## src/rtl/ccdseq_pkg.sv

```systemverilog
package ccdseq_pkg;

    typedef enum logic [2:0] {
        ST_IDLE   = 3'd0,
        ST_EXPOSE = 3'd1,
        ST_VXFER  = 3'd2,
        ST_HSHIFT = 3'd3,
        ST_DONE   = 3'd4
    } seq_state_e;

    typedef enum logic [1:0] {
        TAG_NONE   = 2'd0,
        TAG_DUMMY  = 2'd1,
        TAG_DARK   = 2'd2,
        TAG_ACTIVE = 2'd3
    } pix_tag_e;

    // Leading horizontal edges that carry no column data (half period + 4 full)
    localparam int DUMMY_EDGES = 5;
    // Shielded columns at the head of every line
    localparam int DARK_COLS   = 4;
    // Shielded lines at each end of the frame
    localparam int DARK_ROWS   = 4;
    // Vertical transfer steps: v1 high, idle, v2 high, idle
    localparam int VSTEPS      = 4;

endpackage

```

## src/rtl/ccdseq_vphase.sv

```systemverilog
module ccdseq_vphase (
    input  logic       in_xfer_i,
    input  logic [1:0] vstep_i,
    output logic       v1_o,
    output logic       v2_o
);
    // Step 0 drives phase 1, step 2 drives phase 2; steps 1 and 3 keep both low
    always_comb begin
        v1_o = in_xfer_i && (vstep_i == 2'd0);
        v2_o = in_xfer_i && (vstep_i == 2'd2);
    end
endmodule

```

## src/rtl/ccdseq_tagger.sv

```systemverilog
module ccdseq_tagger
    import ccdseq_pkg::*;
#(
    parameter int EDGE_W = 8,
    parameter int LINE_W = 8,
    parameter int ROW_W  = 6,
    parameter int COL_W  = 6,
    parameter int BIN_W  = 3
) (
    input  logic              shifting_i,
    input  logic              phase_i,
    input  logic [EDGE_W-1:0] edge_i,
    input  logic [LINE_W-1:0] line_i,
    input  logic [ROW_W-1:0]  rows_i,
    input  logic [COL_W-1:0]  cols_i,
    input  logic [BIN_W-1:0]  bin_i,
    input  logic [BIN_W-1:0]  bcnt_i,
    output logic              grp_end_o,
    output logic              sample_o,
    output logic              rg_o,
    output pix_tag_e          tag_o
);
    localparam logic [EDGE_W-1:0] LAST_DUMMY = EDGE_W'(DUMMY_EDGES);
    localparam logic [EDGE_W-1:0] LAST_DARK  = EDGE_W'(DUMMY_EDGES + DARK_COLS);

    logic in_dummy, in_darkcol, dark_row, last_col;

    always_comb begin
        in_dummy   = edge_i <= LAST_DUMMY;
        in_darkcol = !in_dummy && (edge_i <= LAST_DARK);
        dark_row   = (line_i < LINE_W'(DARK_ROWS)) ||
                     (line_i >= LINE_W'(rows_i) + LINE_W'(DARK_ROWS));
        last_col   = edge_i == (EDGE_W'(cols_i) + LAST_DARK);
        grp_end_o  = in_dummy || in_darkcol || last_col ||
                     (bcnt_i == bin_i - BIN_W'(1));
        sample_o   = shifting_i && !phase_i && !in_dummy && grp_end_o;
        rg_o       = shifting_i && phase_i && grp_end_o;
        if (!shifting_i || phase_i)
            tag_o = TAG_NONE;
        else if (in_dummy)
            tag_o = TAG_DUMMY;
        else if (in_darkcol || dark_row)
            tag_o = TAG_DARK;
        else
            tag_o = TAG_ACTIVE;
    end
endmodule

```

## src/rtl/ccd_readout_seq.sv

```systemverilog
module ccd_readout_seq
    import ccdseq_pkg::*;
#(
    parameter int ROW_W = 10,
    parameter int COL_W = 10,
    parameter int EXP_W = 20,
    parameter int BIN_W = 3,
    parameter int GAP_W = 4
) (
    input  logic             clk_i,
    input  logic             rst_ni,
    input  logic             start_i,
    input  logic [EXP_W-1:0] exp_len_i,
    input  logic [ROW_W-1:0] rows_i,
    input  logic [COL_W-1:0] cols_i,
    input  logic [BIN_W-1:0] bin_i,
    input  logic [GAP_W-1:0] gap_i,
    output logic             v1_o,
    output logic             v2_o,
    output logic             h1_o,
    output logic             h2_o,
    output logic             rg_o,
    output logic             sample_o,
    output logic [1:0]       tag_o,
    output logic             busy_o,
    output logic             frame_done_o
);
    localparam int EDGE_W = COL_W + 2;
    localparam int LINE_W = ROW_W + 2;
    localparam logic [EDGE_W-1:0] LAST_DARK = EDGE_W'(DUMMY_EDGES + DARK_COLS);

    typedef struct packed {
        seq_state_e        st;
        logic [EXP_W-1:0]  exp_cnt;
        logic [1:0]        vstep;
        logic [GAP_W-1:0]  hold;
        logic [EDGE_W-1:0] edge_n;
        logic              phase;
        logic [LINE_W-1:0] line;
        logic [BIN_W-1:0]  bcnt;
        logic [ROW_W-1:0]  rows;
        logic [COL_W-1:0]  cols;
        logic [BIN_W-1:0]  bin;
        logic [GAP_W-1:0]  gap;
    } seq_regs_t;

    seq_regs_t r_q, r_d;
    logic      grp_end, shifting;
    pix_tag_e  tag_w;

    assign shifting = (r_q.st == ST_HSHIFT);

    ccdseq_vphase u_vphase (
        .in_xfer_i (r_q.st == ST_VXFER),
        .vstep_i   (r_q.vstep),
        .v1_o      (v1_o),
        .v2_o      (v2_o)
    );

    ccdseq_tagger #(
        .EDGE_W (EDGE_W),
        .LINE_W (LINE_W),
        .ROW_W  (ROW_W),
        .COL_W  (COL_W),
        .BIN_W  (BIN_W)
    ) u_tagger (
        .shifting_i (shifting),
        .phase_i    (r_q.phase),
        .edge_i     (r_q.edge_n),
        .line_i     (r_q.line),
        .rows_i     (r_q.rows),
        .cols_i     (r_q.cols),
        .bin_i      (r_q.bin),
        .bcnt_i     (r_q.bcnt),
        .grp_end_o  (grp_end),
        .sample_o   (sample_o),
        .rg_o       (rg_o),
        .tag_o      (tag_w)
    );

    always_comb begin
        r_d = r_q;
        unique case (r_q.st)
            ST_IDLE: begin
                if (start_i) begin
                    r_d.st      = ST_EXPOSE;
                    r_d.exp_cnt = exp_len_i;
                    r_d.rows    = rows_i;
                    r_d.cols    = cols_i;
                    r_d.bin     = (bin_i == '0) ? BIN_W'(1) : bin_i;
                    r_d.gap     = gap_i;
                end
            end
            ST_EXPOSE: begin
                if (r_q.exp_cnt == '0) begin
                    r_d.st    = ST_VXFER;
                    r_d.vstep = 2'd0;
                    r_d.hold  = '0;
                    r_d.line  = '0;
                end else begin
                    r_d.exp_cnt = r_q.exp_cnt - EXP_W'(1);
                end
            end
            ST_VXFER: begin
                if (r_q.hold == r_q.gap) begin
                    r_d.hold = '0;
                    if (r_q.vstep == 2'(VSTEPS - 1)) begin
                        r_d.st     = ST_HSHIFT;
                        r_d.edge_n = EDGE_W'(1);
                        r_d.phase  = 1'b0;
                        r_d.bcnt   = '0;
                    end else begin
                        r_d.vstep = r_q.vstep + 2'd1;
                    end
                end else begin
                    r_d.hold = r_q.hold + GAP_W'(1);
                end
            end
            ST_HSHIFT: begin
                if (!r_q.phase) begin
                    r_d.phase = 1'b1;
                end else begin
                    r_d.phase = 1'b0;
                    if (r_q.edge_n > LAST_DARK)
                        r_d.bcnt = grp_end ? '0 : r_q.bcnt + BIN_W'(1);
                    if (r_q.edge_n == EDGE_W'(r_q.cols) + LAST_DARK) begin
                        if (r_q.line == LINE_W'(r_q.rows) + LINE_W'(2 * DARK_ROWS - 1)) begin
                            r_d.st = ST_DONE;
                        end else begin
                            r_d.st    = ST_VXFER;
                            r_d.line  = r_q.line + LINE_W'(1);
                            r_d.vstep = 2'd0;
                            r_d.hold  = '0;
                        end
                    end else begin
                        r_d.edge_n = r_q.edge_n + EDGE_W'(1);
                    end
                end
            end
            ST_DONE: r_d.st = ST_IDLE;
            default: r_d.st = ST_IDLE;
        endcase
    end

    always_ff @(posedge clk_i or negedge rst_ni) begin
        if (!rst_ni) begin
            r_q    <= '0;
            r_q.st <= ST_IDLE;
        end else begin
            r_q <= r_d;
        end
    end

    assign h2_o         = shifting && !r_q.phase;
    assign h1_o         = !h2_o;
    assign tag_o        = tag_w;
    assign busy_o       = (r_q.st != ST_IDLE);
    assign frame_done_o = (r_q.st == ST_DONE);

    AST_LINE_LAND: assert property (@(posedge clk_i) disable iff (!rst_ni)
        $fell(v2_o) |-> h1_o);
    AST_SAMPLE_ON_FALL: assert property (@(posedge clk_i) disable iff (!rst_ni)
        sample_o |-> $fell(h1_o));
    AST_RG_AFTER_SAMPLE: assert property (@(posedge clk_i) disable iff (!rst_ni)
        sample_o |=> (rg_o && !sample_o));
    AST_DONE_TO_IDLE: assert property (@(posedge clk_i) disable iff (!rst_ni)
        frame_done_o |=> !busy_o);
    AST_START_IGNORED: assert property (@(posedge clk_i) disable iff (!rst_ni)
        (busy_o && !frame_done_o) |=> busy_o);
    AST_VLOW_IDLE: assert property (@(posedge clk_i) disable iff (!rst_ni)
        !busy_o |-> (!v1_o && !v2_o && h1_o && !h2_o && !rg_o));
endmodule

```

## config.mk

```make
export PLATFORM = sky130hd
export DESIGN_NAME = ccd_readout_seq
export DESIGN_NICKNAME = d
export VERILOG_FILES = /design/src/rtl/ccdseq_pkg.sv /design/src/rtl/ccdseq_vphase.sv /design/src/rtl/ccdseq_tagger.sv /design/src/rtl/ccd_readout_seq.sv
export SDC_FILE = /design/constraint.sdc
export NUM_CORES = 1
export LEC_CHECK = 0
export BUFFER_PORTS_ARGS = -buffer_cell sky130_fd_sc_hd__buf_2
export CAP_MARGIN = 20
export CELL_PAD_IN_SITES_DETAIL_PLACEMENT = 2
export CELL_PAD_IN_SITES_GLOBAL_PLACEMENT = 2
export CORE_UTILIZATION = 40
export CTS_CLUSTER_DIAMETER = 100
export DETAILED_ROUTE_END_ITERATION = 12
export PLACE_DENSITY = 0.95
export SLEW_MARGIN = 20
export SYNTH_ARGS = -nofsm -noshare
export SYNTH_HDL_FRONTEND = slang
export SYNTH_SLANG_ARGS = --single-unit
```

## constraint.sdc

```tcl
create_clock -name clk_i -period 7.6 [get_ports clk_i]
set_clock_uncertainty 0.15 [all_clocks]
set_input_delay 0.76 -clock clk_i [delete_from_list [all_inputs] [get_ports clk_i]]
set_output_delay 0.76 -clock clk_i [all_outputs]
set_load 0.01 [all_outputs]
```

==> impl_metrics.ini, run 1 <==
[cells_and_area]
area_delta_synth_final_pct = 12.0
antenna_cells_inserted = 0
finalNetCount = 767
top_regs = r_q: 84 flops
fill_cells = 1547
layout-drive-gt1-share_pct = 16.7
largest_register_ff_count = 84
post-route-cell-area_sq_mm = 0.00643
postLayoutCoreUtil_pct = 46.2
top_register = r_q

[clocking]
max-clock-path-buffers = 2
clock_latency_ns = 0.35
cts.sinks = 84
post_cts_hold_buffer_count = 0
cts_tree = built
cts-resized-gates = 0
cts-buffers-inserted = 9
cts-root-buf = sky130_fd_sc_hd__clkbuf_16
clk_pin_slew_ns = 0.06
h_tree_depth = 3
cts.repair_timing.setup_buffer_count = 0

[logic_synthesis]
mappedNetlistNets = 731
avgSynthCellArea_sq_um = 8.78
ys.warnings.count = 0
syn_area_sq_mm = 0.00574
synth_sequential_area_ratio_pct = 36.6
synth-edff-count = 0
synth.distinct_cells = 70
postSynth.asyncResetShare_pct = 100
synth-main-ff-cell = sky130_fd_sc_hd__dfrtp_1
postSynthRegisterBits = 84
synth_cells = 654

[grt]
largest_net_degree_at_the_start_of_global_routing = 61
grt_use_total_pct = 29.2
antenna_violations_before_repair = 0
grt_pass1_wl_microns = 33200
first_global_vias = 5972
grt_overflow_total = 0

[pwr]
p_int_mw = 1.25
power-per-cell-area_mw_per_mm2 = 349
p_switching_uw = 994
combPwrFrac_pct = 42.8
seq_power_share_pct = 36.5
share_clk_of_total_power_pct = 20.7
swShare_pct = 44.2
cellLeakagePower_nw = 2.74
vdd_drop_max_v = 0.000157

[critical_path]
worst-setup-path-type = register to primary output
critPathMaxStageDelay_ns = 0.47
critical_path.endpoint_type = primary output
startpoint_type = register
timing.critical_path.fanout_max = 8
timing.critical_path.max_delay_family = compound AO/OA/AOI/OAI gates
critical_path_buf_inv_count = 2
crit_slowest_cell = sky130_fd_sc_hd__dfrtp_1
crit_arrival_ns = 3.13
timing.critical_path.required_ns = 6.69
cp_cell_sequence = ha_1 > a21oi_4 > a21oi_1 > a31oi_1 > a31oi_1 > nor4b_1 > buf_4 > nor3_1 > nor3_1 > buf_2

[sta]
finalCritPeriodShare_pct = 53.1
worstMarginPinSlew_ns = 1.06
rsz_0062_raised_after_global_routing = false
timing_hold_violations_final = 0
setup_viol = 0
timing.fmax_mhz = 248
totalNegativeSetupSlack_ns = 0
finalCriticalPeriod_ns = 4.04
timing.slew.headroom_pct = 29.0
worst_hold_slack_ns = 0.191
report.final.slew_viol_count = 0

[floorplanning]
die-height_microns = 122
design.die.area_sq_mm = 0.0148
initial_utilization_pct = 41.2
die_w_microns = 122
placeableCoreArea_sq_mm = 0.0139
io_pins = 60
num_rows = 43

[placement]
placedInstanceArea_sq_mm = 0.00613
detailed_place_hpwl_microns = 14100
routabilityCongestion = 0.847
buffer_ports.inserted = 59

[routing]
detailedRoute.firstIterationViolations = 330
post-route-drc-count = 0
ant_nets = 0
finalWirelength_microns = 20400
num_vias = 5410
first_pass_iteration_count_of_the_detailed_router = 4
detail_route.wl_per_cell_microns = 23.3
route.detailed.vias_per_inst = 6.18

[worst_hold_path]
holdCritPathClass = primary input to async pin

[flow_run]
drv.max_cap_violation_count = 0

[status]
run_status = finished, final reports clean
cell type report:
type	instances	area, sq um	share of cell area, %
multi-input combinational	511	3400	52.8
sequential	84	2100	32.7
timing repair buffer	63	328	5.10
clock buffer	12	256	3.99
tap	180	225	3.50
inverter	21	78.8	1.23
clock inverter	4	47.5	0.739
power groups by stage:
stage	clock (mW)	combinational, mW	sequential, mW
global route	0.490	1.06	0.843
CTS	0.474	0.966	0.816
floorplan	0	0.746	0.710
global placement	0	0.837	0.784
finish	0.465	0.961	0.819
detailed placement	0	0.935	0.811
cell families after synthesis:
logic type,synth area share (%)
multiplexers,4.64
AO/OA/AOI/OAI,22.0
adder cells (fa/ha/maj),5.88
XOR/XNOR,6.10
AND/OR/NAND/NOR,20.4
flip-flops,36.6
buffers and inverters,4.44
per-layer routing:
metal | vias up | GRT usage [%] | part of all wire, %
met5 | - | 0 | 0
met4 | 0 | 9.18 | 2.0
met3 | 33 | 4.59 | 3.3
met2 | 126 | 50.9 | 51
met1 | 2782 | 36.7 | 44
li1 | 2469 | - | -
synthesized netlist by cell type, drive strengths merged, types with 3 or more instances:
library cell  instances  area (sq um)
a21oi                49           260
and3                 14          87.6
and4                  3          26.3
clkbuf               22          82.6
and2                  4          25.0
o2111a                4          45.0
nor3                 17          95.1
xor2                 18           158
nor4                 12          81.3
or4                   4          33.8
o21ai                71           355
xnor2                22           193
nor2                 66           248
a31oi                11          68.8
or2                   4          25.0
nand2b                9          56.3
dfrtp                84          2100
inv                  21          78.8
or3                   8          50.1
nor4b                 3          32.5
a211oi                4          30.0
a41oi                 7          68.8
ha                   27           338
o2111ai               3          26.3
mux2                 21           236
buf                  16          93.8
o31ai                 6          50.1
a32o                  3          30.0
a21o                  5          37.5
nor2b                 7          43.8
nand3                23           115
mux2i                 3          30.0
a22oi                 8          60.1
nand2                35           131
nand4                 9          56.3
o22a                  4          35.0
cell usage in the layout, fill, tap and decap left out, drive strengths merged, types with 5 or more instances in the layout:
cell and n:
nor3 17, and3 14, xor2 18, o21ai 71, a21oi 49, nor2b 7
nand4 9, a31oi 11, o31ai 6, xnor2 22, or3 8, ha 27
nand2b 9, nor2 66, nand3 23, buf 63, a22oi 8, a21o 5
dfrtp 84, nor4 12, nand2 35, a41oi 7, mux2 21, inv 21
clkbuf 12
stage by stage:
| step | std cells | worst slack [ns] | total power [mW] |
|---|---|---|---|
| 2_1_floorplan | 654 | 4.22 | 1.46 |
| 3_3_place_gp | 859 | 4.23 | 1.62 |
| 3_5_place_dp | 859 | 4.03 | 1.75 |
| 4_1_cts | 875 | 3.61 | 2.26 |
| 5_1_grt | 875 | 3.37 | 2.39 |
| 6_report | 875 | 3.56 | 2.25 |
path summary, 6_finish.rpt:
path,start,to,slack (ns),cells after the start
max in group asynchronous,rst_ni,r_q[15]$_DFFE_PN0P_,5.96,2
min,rst_ni,r_q[23]$_DFFE_PN0P_,0.19,1
max reg2reg,r_q[7]$_DFFE_PN0P_,r_q[33]$_DFFE_PN0P_,3.85,9
min reg2reg,r_q[74]$_DFFE_PN0P_,r_q[74]$_DFFE_PN0P_,0.39,2
max,r_q[7]$_DFFE_PN0P_,sample_o,3.56,10
min in group clk_i,r_q[74]$_DFFE_PN0P_,r_q[74]$_DFFE_PN0P_,0.39,2
(Power assumes the default switching activity.)
==> run 2, diff against run 1 <==
--- a/config.mk
+++ b/config.mk
@@ -9,10 +9,10 @@
 export CAP_MARGIN = 20
 export CELL_PAD_IN_SITES_DETAIL_PLACEMENT = 2
 export CELL_PAD_IN_SITES_GLOBAL_PLACEMENT = 2
-export CORE_UTILIZATION = 40
+export CORE_UTILIZATION = 33
 export CTS_CLUSTER_DIAMETER = 100
 export DETAILED_ROUTE_END_ITERATION = 12
-export PLACE_DENSITY = 0.95
+export PLACE_DENSITY = 0.85
 export SLEW_MARGIN = 20
 export SYNTH_ARGS = -nofsm -noshare
 export SYNTH_HDL_FRONTEND = slang
==> constraint.sdc (replaced) <==
create_clock -name clk_i -period 3.5 [get_ports clk_i]
set_clock_uncertainty 0.15 [all_clocks]
set_input_delay 0.35 -clock clk_i [delete_from_list [all_inputs] [get_ports clk_i]]
set_output_delay 0.35 -clock clk_i [all_outputs]
set_load 0.01 [all_outputs]
==> impl_metrics.ini, run 2 (synthesized netlist as in run 1, its figures left out) <==
[sta]
timing.fmax_mhz = 297
finalCritPeriodShare_pct = 96.0
timing_hold_violations_final = 0
postLayoutSetupSlackWorst_ns = 0.138
totalNegativeSetupSlack_ns = 0
finalCriticalPeriod_ns = 3.36
report.final.slew_viol_count = 0
timing.slew.headroom_pct = 34.6
setup_viol = 0
worstMarginPinSlew_ns = 0.978

[routing]
ant_nets = 0
detailedRoute.firstIterationViolations = 235
first_pass_iteration_count_of_the_detailed_router = 4
post-route-drc-count = 0
route.detailed.vias_per_inst = 5.77
num_vias = 5376
finalWirelength_microns = 18900
detail_route.wl_per_cell_microns = 20.3

[critical_path]
startpoint_type = register
setup.reg_to_reg.worst_slack_ns = 0.21
timing.critical_path.required_ns = 3.00
cp-startpoint = r_q[7]$_DFFE_PN0P_
crit_slowest_cell = sky130_fd_sc_hd__dfrtp_1
crit_top_cell = sky130_fd_sc_hd__buf_4
crit_arrival_ns = 2.86
cp_cell_sequence = ha_1 > a21oi_4 > buf_4 > xnor2_1 > o31ai_2 > a21oi_2 > nor4b_2 > buf_4 > nor3_2 > nor3_1 > buf_2
timing.critical_path.fanout_max = 7
worst-setup-path-type = register to primary output
worst_r2r_src = r_q[7]$_DFFE_PN0P_
critical_path.endpoint_type = primary output
r2r_end = r_q[33]$_DFFE_PN0P_
critPathMaxStageDelay_ns = 0.45
reg2regPathDepth = 10

[worst_hold_path]
min_from = gap_i[3]
holdPathStages = 2
worstHoldEndpoint = r_q[3]$_DFFE_PN0P_
holdCritPathClass = primary input to register

[grt]
largest_net_degree_at_the_start_of_global_routing = 54
grt_use_total_pct = 22.2
grtUsageMet1_pct = 27.7
grt_overflow_total = 0
globalRoute.busiestLayer = met2
grt_pass1_wl_microns = 31400
use_met3_pct = 3.93
gr-usage-met2_pct = 39.3
antenna_violations_before_repair = 0
first_global_vias = 6056

[cells_and_area]
antenna_cells_inserted = 0
area_delta_synth_final_pct = 15.9
mostFrequentLayoutCell = sky130_fd_sc_hd__dfrtp_1
finalNetCount = 785
top_register = r_q
instances_no_fill = 932
top_regs = r_q: 84 flops
post-route-cell-area_sq_mm = 0.00666
mostFrequentLayoutCells = 82 x sky130_fd_sc_hd__dfrtp_1, 68 x sky130_fd_sc_hd__o21ai_0, 64 x sky130_fd_sc_hd__nor2_1
layout-drive-gt1-share_pct = 19.5
largest_register_ff_count = 84

[floorplanning]
design.die.area_sq_mm = 0.0179
num_rows = 47
die_w_microns = 134
placeableCoreArea_sq_mm = 0.0168
initial_utilization_pct = 34.3
die-height_microns = 134
io_pins = 60

[clocking]
cts-buffers-inserted = 9
clk_pin_slew_ns = 0.07
max-clock-path-buffers = 2
clock_latency_ns = 0.35
cts-root-buf = sky130_fd_sc_hd__clkbuf_16
cts.sinks = 84
h_tree_depth = 3
cts_tree = built

[pwr]
power_mw = 4.85
power-per-cell-area_mw_per_mm2 = 728
cellLeakagePower_nw = 2.83
vdd_drop_max_v = 0.000438

[placement]
detailed_place_hpwl_microns = 13600
routabilityCongestion = 0.804
placedInstanceArea_sq_mm = 0.00630
buffer_ports.inserted = 59
place_inst = 913
dp_worst_setup_slack_ns = 0.0647

[status]
run_status = finished, final reports clean

[flow_run]
drv.max_cap_violation_count = 0
[run 2: worst max-delay path by stage]
stage | end | slack, ns | cells past startpoint
after floorplan | sample_o | 0.53 | 8
after global placement | r_q[33]$_DFFE_PN0P_ | 0.28 | 9
after detailed placement | r_q[33]$_DFFE_PN0P_ | 0.06 | 9
after CTS | tag_o[0] | 0.03 | 11
after global routing | sample_o | -0.02 | 9
final | sample_o | 0.14 | 11
[run 2: per-stage QoR]
stage	hold slack, ns	utilization, %
floorplan	-0.0956	-
detailed placement	0.175	37.6
global route	0.0720	39.7
finish	0.0765	39.7
CTS	0.0645	39.5
global placement	0.344	37.5
[run 2: timing repair]
action | in CTS | in global routing
setup endpoints to repair | 4 | 3
resized for setup | 4 | 4
hold endpoints to repair | 28 | 0
hold buffers | 1 | 0
setup buffers | 0 | 3
pin swaps | 0 | 1
[run 2: per-layer routing]
layer | part of all wire [%] | up-vias
met5 | 0 | -
met4 | 1.5 | 0
met3 | 2.6 | 24
met2 | 50 | 73
met1 | 45 | 2766
li1 | - | 2513
[run 2: area by class of cell]
cell class                      instances  area (sq um)
Tap cell                              220           275
Sequential cell                        84          2100
Multi-Input combinational cell        511          3420
Clock inverter                          6          66.3
Timing Repair Buffer                   81           485
Clock buffer                            9           225
Fill cell                            1888         10100
Inverter                               21          78.8
[run 2: power breakdown]
group	switching (mW)	internal [mW]	leakage (nW)	total (mW)
combinational	1.23	0.915	1.62	2.14
sequential	0.435	1.28	1.07	1.72
clock	0.434	0.549	0.134	0.983
total	2.10	2.75	2.83	4.85
[run 2: worst max-delay path, delay by kind of cell (launching register included)]
family | cells | cell delay [ns]
AO/OA/AOI/OAI | 3 | 0.62
adder cells (fa/ha/maj) | 1 | 0.28
buffers and inverters | 3 | 0.54
AND/OR/NAND/NOR | 3 | 0.56
flip-flops | 1 | 0.45
XOR/XNOR | 1 | 0.06
==> run 3, diff against run 2 <==
==> constraint.sdc (replaced) <==
create_clock -name clk_i -period 3.5 [get_ports clk_i]
set_clock_uncertainty 0.15 [all_clocks]
set_input_delay 0.175 -clock clk_i [delete_from_list [all_inputs] [get_ports clk_i]]
set_output_delay 0.175 -clock clk_i [all_outputs]
set_load 0.01 [all_outputs]
==> impl_metrics.ini, run 3 (synthesized netlist as in run 1, its figures left out) <==
[status]
run_status = finished, final reports clean

[sta]
rsz_0062_raised_after_global_routing = false
postLayoutSetupSlackWorst_ns = 0.262
finalCritPeriodShare_pct = 92.5
timing_hold_violations_final = 0
totalNegativeSetupSlack_ns = 0
setup_viol = 0
finalCriticalPeriod_ns = 3.24
worstMarginPinSlew_ns = 0.733
timing.fmax_mhz = 309
report.final.slew_viol_count = 0
timing.slew.headroom_pct = 51.2

[routing]
detailedRoute.firstIterationViolations = 154
ant_nets = 0
num_vias = 5469
post-route-drc-count = 0
detail_route.wl_per_cell_microns = 19.5
finalWirelength_microns = 18900
route.detailed.vias_per_inst = 5.64
first_pass_iteration_count_of_the_detailed_router = 4

[grt]
antenna_violations_before_repair = 0
grt_use_total_pct = 22.6
grt_overflow_total = 0
grt_pass1_wl_microns = 32000
first_global_vias = 6062
largest_net_degree_at_the_start_of_global_routing = 75

[critical_path]
crit_arrival_ns = 2.91
timing.critical_path.required_ns = 3.17
critical_path.endpoint_type = primary output
startpoint_type = register
timing.critical_path.fanout_max = 6
worst-setup-path-type = register to primary output

[pwr]
cellLeakagePower_nw = 2.98
power-per-cell-area_mw_per_mm2 = 682
power_mw = 4.78
p_switching_mw = 2.05
combPwrFrac_pct = 44.6
swShare_pct = 43.0
share_clk_of_total_power_pct = 19.6
p_int_mw = 2.72
seq_power_share_pct = 35.8
vdd_drop_max_v = 0.000324

[clocking]
clock_latency_ns = 0.36
max-clock-path-buffers = 2
h_tree_depth = 3
cts-buffers-inserted = 9
cts-root-buf = sky130_fd_sc_hd__clkbuf_16
clk_pin_slew_ns = 0.07
cts.sinks = 84
cts_tree = built

[floorplanning]
die_w_microns = 134
design.die.area_sq_mm = 0.0179
num_rows = 47
die-height_microns = 134
initial_utilization_pct = 34.3
io_pins = 60
placeableCoreArea_sq_mm = 0.0168

[cells_and_area]
mostFrequentLayoutCell = sky130_fd_sc_hd__dfrtp_1
fill_cells = 1853
mostFrequentLayoutCells = 83 x sky130_fd_sc_hd__dfrtp_1, 68 x sky130_fd_sc_hd__o21ai_0, 64 x sky130_fd_sc_hd__nor2_1
top_register = r_q
layout-drive-gt1-share_pct = 17.7
largest_register_ff_count = 84
finalNetCount = 822
top_regs = r_q: 84 flops
antenna_cells_inserted = 0
area_delta_synth_final_pct = 21.9

[placement]
detailed_place_hpwl_microns = 13200
buffer_ports.inserted = 59
dp_worst_setup_slack_ns = 0.0662
routabilityCongestion = 0.796

[worst_hold_path]
holdCritPathClass = primary input to register

[flow_run]
drv.max_cap_violation_count = 0
[run 3: area by class of cell]
| class | count | area, sq um | area share [%] |
|---|---|---|---|
| clock inverter | 3 | 21.3 | 0.304 |
| tap | 220 | 275 | 3.93 |
| timing repair buffer | 118 | 847 | 12.1 |
| multi-input combinational | 511 | 3410 | 48.8 |
| inverter | 21 | 78.8 | 1.13 |
| sequential | 84 | 2100 | 30.0 |
| clock buffer | 13 | 260 | 3.72 |
[run 3: worst max-delay path: stages, from the launching register on]
cell                       delay, ns
sky130_fd_sc_hd__dfrtp_1        0.46
sky130_fd_sc_hd__and2_1         0.28
sky130_fd_sc_hd__nand3_1        0.12
sky130_fd_sc_hd__nor2_1         0.16
sky130_fd_sc_hd__xnor2_1        0.15
sky130_fd_sc_hd__ha_1           0.27
sky130_fd_sc_hd__a21o_1         0.18
sky130_fd_sc_hd__a211oi_1       0.29
sky130_fd_sc_hd__o41ai_1        0.19
sky130_fd_sc_hd__nor3_1         0.17
sky130_fd_sc_hd__a22o_1         0.15
sky130_fd_sc_hd__buf_2          0.13
[run 3: worst paths after layout]
path	startpoint	to	slack, ns	cells past startpoint
min in group asynchronous	rst_ni	r_q[21]$_DFFE_PN0P_	0.28	2
max in group asynchronous	rst_ni	r_q[54]$_DFFE_PN0P_	2.24	3
max reg2reg	r_q[7]$_DFFE_PN0P_	r_q[35]$_DFFE_PN0P_	0.27	9
max	r_q[22]$_DFFE_PN0P_	tag_o[0]	0.26	11
min reg2reg	r_q[0]$_DFFE_PN0P_	r_q[0]$_DFFE_PN0P_	0.38	1
min	exp_len_i[10]	r_q[71]$_DFFE_PN0P_	0.01	3
[run 3: power by group through the flow]
stage	Clock (mW)	Sequential, mW	Combinational (mW)
2_1_floorplan	0	1.54	1.62
3_3_place_gp	0	1.68	1.90
3_5_place_dp	0	1.72	2.08
4_1_cts	0.961	1.70	2.13
5_1_grt	0.994	1.77	2.39
6_report	0.936	1.71	2.13
[run 3: stage by stage]
| step | hold slack [ns] | util [%] | std cells | cell area [sq um] |
|---|---|---|---|---|
| floorplan | -0.271 | - | 654 | 5740 |
| global placement | 0.234 | 37.5 | 913 | 6280 |
| detailed placement | 0.241 | 37.5 | 913 | 6280 |
| CTS | 0.00208 | 41.7 | 970 | 6980 |
| global route | 0.0265 | 41.8 | 970 | 7000 |
| finish | 0.0105 | 41.8 | 970 | 7000 |
[run 3: metal layers]
| metal | track usage, % | part of all wire, % |
|---|---|---|
| met1 | 29.3 | 46 |
| met5 | 0 | 0 |
| met4 | 4.36 | 1.1 |
| met2 | 39.1 | 50 |
| met3 | 4.12 | 2.6 |
[run 3: timing repair]
item / 4_1_cts / 5_1_grt
gates resized for setup: 1 / 5
endpoints found under the setup margin: 1 / 13
buffers inserted: 0 / 0
endpoints found under the hold margin: 113 / 0
hold buffers: 41 / 0
